### config.mk
export PLATFORM = sky130hd
export DESIGN_NAME = serial_result_tx
export DESIGN_NICKNAME = d
export VERILOG_FILES = /design/src/rtl/srt_pkg.sv /design/src/rtl/srt_ctrl.sv /design/src/rtl/srt_timing.sv /design/src/rtl/srt_shifter.sv /design/src/rtl/srt_outstage.sv /design/src/rtl/serial_result_tx.sv
export SDC_FILE = /design/constraint.sdc
export NUM_CORES = 1
export LEC_CHECK = 0
export BUFFER_PORTS_ARGS = -buffer_cell sky130_fd_sc_hd__buf_2
export CAP_MARGIN = 10
export CORE_MARGIN = 2
export CORE_UTILIZATION = 37
export CTS_BUF_LIST = sky130_fd_sc_hd__clkbuf_4
export DETAILED_ROUTE_END_ITERATION = 8
export GPL_TIMING_DRIVEN = 0
export MAX_ROUTING_LAYER = met4
export PLACE_DENSITY = 0.55
export SYNTH_ARGS = -nofsm -noshare
export SYNTH_HDL_FRONTEND = slang
export SYNTH_SLANG_ARGS = --single-unit
### constraint.sdc
create_clock -name clk -period 1.91 [get_ports clk]
set_clock_uncertainty 0.1 [all_clocks]
set_input_delay 0.0955 -clock clk [delete_from_list [all_inputs] [get_ports clk]]
set_output_delay 0.0955 -clock clk [all_outputs]
set_load 0.05 [all_outputs]
### src/rtl/srt_pkg.sv
package srt_pkg;
   // read-timing select
   typedef enum logic {
      RD_AFTER  = 1'b0,
      RD_DURING = 1'b1
   } rd_mode_e;

   // the four pins driven by the block, before or after the output stage
   typedef struct packed {
      logic sclk;
      logic sync;
      logic sdata;
      logic busy;
   } srt_pins_t;
endpackage

### src/rtl/srt_ctrl.sv
module srt_ctrl
   import srt_pkg::*;
#(
   parameter int W = 16
) (
   input  logic         clk,
   input  logic         rst_n,
   input  logic         enable,
   input  logic         busy_in,
   input  logic [W-1:0] result_in,
   input  logic         read_during,
   input  logic         frame_active,
   input  logic         frame_done,
   output logic         start,
   output logic [W-1:0] load_word,
   output logic         busy_ext
);
   logic         busy_q;
   logic         hold_q;
   logic [W-1:0] last_word_q;
   logic         conv_start;
   logic         conv_end;
   rd_mode_e     mode;

   assign mode       = rd_mode_e'(read_during);
   assign conv_start = busy_in & ~busy_q;
   assign conv_end   = ~busy_in & busy_q;

   always_comb begin
      start = 1'b0;
      if (enable && !frame_active) begin
         unique case (mode)
            RD_AFTER:  start = conv_end;
            RD_DURING: start = conv_start;
         endcase
      end
   end

   assign load_word = (mode == RD_AFTER) ? result_in : last_word_q;

   always_ff @(posedge clk) begin
      if (!rst_n) begin
         busy_q      <= 1'b0;
         hold_q      <= 1'b0;
         last_word_q <= '0;
      end else begin
         busy_q <= busy_in;
         if (conv_end) begin
            last_word_q <= result_in;
         end
         if (start && (mode == RD_AFTER)) begin
            hold_q <= 1'b1;
         end else if (frame_done) begin
            hold_q <= 1'b0;
         end
      end
   end

   assign busy_ext = busy_q | hold_q;
endmodule

### src/rtl/srt_timing.sv
module srt_timing #(
   parameter int W   = 16,
   parameter int DIV = 4
) (
   input  logic clk,
   input  logic rst_n,
   input  logic start,
   output logic active,
   output logic shift_en,
   output logic done,
   output logic sclk_raw
);
   localparam int PH_W  = (DIV > 1) ? $clog2(DIV) : 1;
   localparam int BIT_W = $clog2(W + 1);
   localparam int QTR   = DIV / 4;
   localparam int HALF  = DIV / 2;
   localparam logic [PH_W-1:0]  PH_LAST = PH_W'(DIV - 1);
   localparam logic [PH_W-1:0]  PH_MOVE = PH_W'(QTR - 1);
   localparam logic [PH_W-1:0]  PH_HIGH = PH_W'(HALF);
   localparam logic [BIT_W-1:0] BIT_END = BIT_W'(W);

   logic [PH_W-1:0]  ph_q;
   logic [BIT_W-1:0] bit_q;
   logic             act_q;

   always_ff @(posedge clk) begin
      if (!rst_n) begin
         act_q <= 1'b0;
         ph_q  <= '0;
         bit_q <= '0;
      end else if (start && !act_q) begin
         act_q <= 1'b1;
         ph_q  <= '0;
         bit_q <= '0;
      end else if (act_q) begin
         if (done) begin
            act_q <= 1'b0;
            ph_q  <= '0;
            bit_q <= '0;
         end else if (ph_q == PH_LAST) begin
            ph_q  <= '0;
            bit_q <= bit_q + 1'b1;
         end else begin
            ph_q <= ph_q + 1'b1;
         end
      end
   end

   assign active   = act_q;
   // data moves one quarter period into the low phase, away from both edges
   assign shift_en = act_q && (ph_q == PH_MOVE) && (bit_q != '0) && (bit_q < BIT_END);
   assign done     = act_q && (ph_q == PH_MOVE) && (bit_q == BIT_END);
   assign sclk_raw = act_q && (bit_q < BIT_END) && (ph_q >= PH_HIGH);
endmodule

### src/rtl/srt_shifter.sv
module srt_shifter #(
   parameter int W = 16
) (
   input  logic         clk,
   input  logic         rst_n,
   input  logic         load,
   input  logic         shift,
   input  logic [W-1:0] word,
   output logic         msb
);
   logic [W-1:0] q;
   logic [W-1:0] d;

   for (genvar i = 0; i < W; i++) begin : g_bit
      if (i == 0) begin : g_lsb
         assign d[i] = load ? word[i] : (shift ? 1'b0 : q[i]);
      end else begin : g_upper
         assign d[i] = load ? word[i] : (shift ? q[i-1] : q[i]);
      end
   end

   always_ff @(posedge clk) begin
      if (!rst_n) begin
         q <= '0;
      end else begin
         q <= d;
      end
   end

   assign msb = q[W-1];
endmodule

### src/rtl/srt_outstage.sv
module srt_outstage
   import srt_pkg::*;
#(
   parameter bit REG_OUT = 1'b1
) (
   input  logic      clk,
   input  logic      rst_n,
   input  srt_pins_t raw,
   input  logic      sclk_inv,
   input  logic      sync_inv,
   output srt_pins_t pins
);
   srt_pins_t shaped;

   always_comb begin
      shaped      = raw;
      shaped.sclk = raw.sclk ^ sclk_inv;
      shaped.sync = raw.sync ^ sync_inv;
   end

   if (REG_OUT) begin : g_reg
      srt_pins_t q;
      always_ff @(posedge clk) begin
         if (!rst_n) begin
            q <= '0;
         end else begin
            q <= shaped;
         end
      end
      assign pins = q;
   end else begin : g_comb
      assign pins = shaped;
   end
endmodule

### src/rtl/serial_result_tx.sv
module serial_result_tx
   import srt_pkg::*;
#(
   parameter int WORD_W  = 16,
   parameter int CLK_DIV = 4,
   parameter bit REG_OUT = 1'b1
) (
   input  logic              clk,
   input  logic              rst_n,
   input  logic              ser_mode,
   input  logic              int_clk_mode,
   input  logic              busy_in,
   input  logic [WORD_W-1:0] result_in,
   input  logic              read_during,
   input  logic              sclk_inv,
   input  logic              sync_inv,
   output logic              sclk,
   output logic              sdata,
   output logic              sync,
   output logic              busy_out
);
   if ((CLK_DIV < 4) || ((CLK_DIV % 2) != 0)) begin : g_div_bad
      $error("serial_result_tx: CLK_DIV must be even and at least 4");
   end
   if (WORD_W < 2) begin : g_width_bad
      $error("serial_result_tx: WORD_W must be at least 2");
   end

   logic              enable;
   logic              start;
   logic              active;
   logic              shift_en;
   logic              done;
   logic              sclk_raw;
   logic              msb;
   logic              busy_ext;
   logic [WORD_W-1:0] load_word;
   srt_pins_t         raw;
   srt_pins_t         pins;

   assign enable = ser_mode & int_clk_mode;

   srt_ctrl #(.W(WORD_W)) u_ctrl (
      .clk          (clk),
      .rst_n        (rst_n),
      .enable       (enable),
      .busy_in      (busy_in),
      .result_in    (result_in),
      .read_during  (read_during),
      .frame_active (active),
      .frame_done   (done),
      .start        (start),
      .load_word    (load_word),
      .busy_ext     (busy_ext)
   );

   srt_timing #(.W(WORD_W), .DIV(CLK_DIV)) u_timing (
      .clk      (clk),
      .rst_n    (rst_n),
      .start    (start),
      .active   (active),
      .shift_en (shift_en),
      .done     (done),
      .sclk_raw (sclk_raw)
   );

   srt_shifter #(.W(WORD_W)) u_shift (
      .clk   (clk),
      .rst_n (rst_n),
      .load  (start),
      .shift (shift_en),
      .word  (load_word),
      .msb   (msb)
   );

   always_comb begin
      raw.sclk  = sclk_raw;
      raw.sync  = active;
      raw.sdata = active & msb;
      raw.busy  = busy_ext;
   end

   srt_outstage #(.REG_OUT(REG_OUT)) u_out (
      .clk      (clk),
      .rst_n    (rst_n),
      .raw      (raw),
      .sclk_inv (sclk_inv),
      .sync_inv (sync_inv),
      .pins     (pins)
   );

   assign sclk     = pins.sclk;
   assign sdata    = pins.sdata;
   assign sync     = pins.sync;
   assign busy_out = pins.busy;
endmodule

==> results_dict.tcl <==
set metrics [dict create \
    holdPathEnd "u_ctrl.hold_q" \
    yosysTopAreaCell "dfxtp_1" \
    nets 324 \
    diodes 0 \
    dp_cells 340 \
    overflow 0 \
    routed_wl_um 4700 \
    rrSetupSlack_ns 0.11 \
    io_buffers 27 \
    cp_num_buf_inv 2 \
    worstRegToRegCells 7 \
    layout_common_cells "dfxtp_1, nand2_1, buf_2" \
    cp-end-kind "flop" \
    setup_ws_ns 0.107 \
    die_area_mm2 0.00641 \
    grt_start_max_net_pins 15 \
    power_density_mw_per_mm2 673 \
    multi_input_area_mm2 0.00111 \
    ant_nets 0 \
    synth_seq_cells 46 \
    hold_depth 4 \
    drtPass1Iterations 4 \
    cp_slowest_cell "dfxtp_2" \
    setup_viol 0 \
    seq_area_um2 923 \
    grt_use_total 0.158 \
    h-tree-depth 2 \
    relSlewSlack 0.688 \
    start_util 0.387 \
    cts_tree "done" \
    nFillCells 559 \
    worst-path-max-fanout 7 \
    critPathKind "flop to flop" \
    clk_latency_ns 0.36 \
    wl_per_cell_um 12.8 \
    arrival_ns 1.97 \
    gp_congestion 0.810 \
    synth_top_area_share 0.430 \
    rr_endpoint "u_shift.q[0]" \
    min-delay-path-class "input pin to flop" \
    detailed_place_hpwl_um 3250 \
    cts_inserted_buffers 5 \
    async_flop_share 0 \
    cts-root-buf "clkbuf_4" \
    clk_pin_slew_ns 0.14 \
    cap_viol_max_count 0 \
    fp.dieW_um 80.1 \
    ys_seq_area_frac 0.430 \
    die_y_um 80.1 \
    syn_nets 270 \
    synth_area_leaders "dfxtp_1, nand2_1, a21boi_0, a2bb2oi_1, a22oi_1" \
    critPathRequiredTime_ns 2.08 \
    worstSetupStartpointType "flop" \
    vias 1844 \
    rows 27 \
    cts.sinks 46 \
    rr_startpoint "u_timing.bit_q[0]" \
    io-pin-count 28 \
    status "finished clean" \
    antenna_found_initial 0 \
    slew_viol_final 0 \
    hold_start "read_during" \
    grt_pass1_wl_um 7730 \
    path_cells "inv_1 > ha_1 > nor3b_4 > or2_2 > clkbuf_2 > and3_1 > o21a_1" \
    avgViaCountPerCell 5.01 \
    stdcell_count 368 \
    max_stage_delay_ns 0.39 \
    fin_crit_sh 0.944 \
    synthCells 241 \
    ys.flop_type "dfxtp_1" \
    cts_setup_buffers 0 \
    fin_tns_setup_ns 0 \
    synth_cell_types 37 \
    cts_max_path_buffers 2 \
    path_delay_family "simple AND/OR/NAND/NOR gates" \
    rsz0062_at_grt "false" \
    layout-drive-gt1-share 0.186 \
    final_common_cell "dfxtp_1" \
    fp.coreArea_mm2 0.00554 \
    drc 0 \
    syn_avg_cell_area_um2 8.89 \
    tightest_slew_ns 0.466 \
    ir_worst_vdd_mv 0.375 \
    p_leak_nw 0.983 \
    dpl_worst_slack_ns 0.00992 \
    timing.fmax_mhz 555 \
    drt-initial-drc-count 64 \
    finalHoldViolations 0 \
    yosys_warnings 0 \
    synth_edf_count 0 \
    synthToLayoutAreaGrowth_pct 24.1 \
    grt_pass1_vias 1612 \
    period_minus_slack_ns 1.80 \
    synth_area_mm2 0.00214 \
]
[stage by stage]
step	hold slack, ns	instance area, um2	utilization	power (mW)
after floorplan	0.123	2140	-	1.12
after global placement	0.258	2370	0.427	1.18
after detailed placement	0.267	2370	0.427	1.18
after CTS	0.0562	2650	0.478	1.81
after global routing	0.110	2660	0.480	1.88
final	0.0733	2660	0.480	1.79
[synth_stat cells (4+ instances only)]
cell type,count
a2bb2oi_1,13
inv_1,4
nand2_1,42
clkbuf_1,8
buf_2,6
a21boi_1,11
and2_1,4
nand3_1,19
nor2_1,6
ha_1,5
a22oi_1,13
dfxtp_1,46
a21boi_0,20
[sequential cells by signal (all words and copies together), names as in the netlist]
name / flops
u_timing.bit_q: 5
u_timing.active: 1
u_out.pins: 4
u_ctrl.busy_q: 1
u_ctrl.hold_q: 1
u_timing.ph_q: 2
u_shift.q: 16
u_ctrl.last_word_q: 16
[power by group]
group / total, mW / switching [mW] / leakage, nW / internal (mW)
clock network: 0.597 / 0.325 / 0.0450 / 0.272
registers: 0.993 / 0.0111 / 0.374 / 0.982
logic: 0.199 / 0.0964 / 0.564 / 0.102
total: 1.79 / 0.432 / 0.983 / 1.36
[worst max-delay path by stage]
stage / startpoint / endpoint / slack (ns) / cells after the start
5_1_grt: u_timing.bit_q[0] / u_shift.q[1] / 0.01 / 8
6_report: u_timing.bit_q[0] / u_shift.q[0] / 0.11 / 7
2_1_floorplan: u_timing.bit_q[0] / u_shift.q[0] / 0.20 / 7
3_3_place_gp: u_timing.bit_q[0] / u_shift.q[1] / 0.002 / 7
4_1_cts: u_timing.bit_q[0] / u_shift.q[1] / 0.03 / 8
3_5_place_dp: u_timing.bit_q[0] / u_shift.q[1] / 0.01 / 7
[tightest hold or removal path: cells and delay by family]
kind / cells / cell delay, ns
simple gates: 2 / 0.13
buf+inv: 1 / 0.16
compound gates: 1 / 0.12
[kinds of logic (layout without fill, tap and decap cells)]
| group | after synthesis | in the layout | synth area share |
|---|---|---|---|
| compound gates | 70 | 70 | 0.250 |
| xor+xnor | 4 | 4 | 0.0164 |
| fa+ha+maj | 5 | 5 | 0.0292 |
| buf+inv | 23 | 78 | 0.0549 |
| flops | 46 | 46 | 0.430 |
| mux | 4 | 4 | 0.0199 |
| simple gates | 89 | 89 | 0.200 |
[area by class of cell]
cell class	instances	area share
clock buffer	5	0.0141
sequential	46	0.347
tap	72	0.0339
buffer	19	0.0395
inverter	4	0.00565
multi-input combinational	172	0.418
clock inverter	3	0.0151
timing repair buffer	47	0.126
[per-layer routing]
layer / vias to the layer above / share of wire / track usage
li1: 957 / - / -
met4: 0 / 0.012 / 0.0508
met5: - / 0 / -
met1: 851 / 0.52 / 0.214
met2: 29 / 0.44 / 0.239
met3: 7 / 0.031 / 0.0303
[repair_timing]
action / CTS / global route
hold buffers: 20 / 0
endpoints found under the setup margin: 4 / 11
cloned: 0 / 0
endpoints found under the hold margin: 25 / 0
resized for setup: 1 / 5
Power figures use the tool's default switching activity.
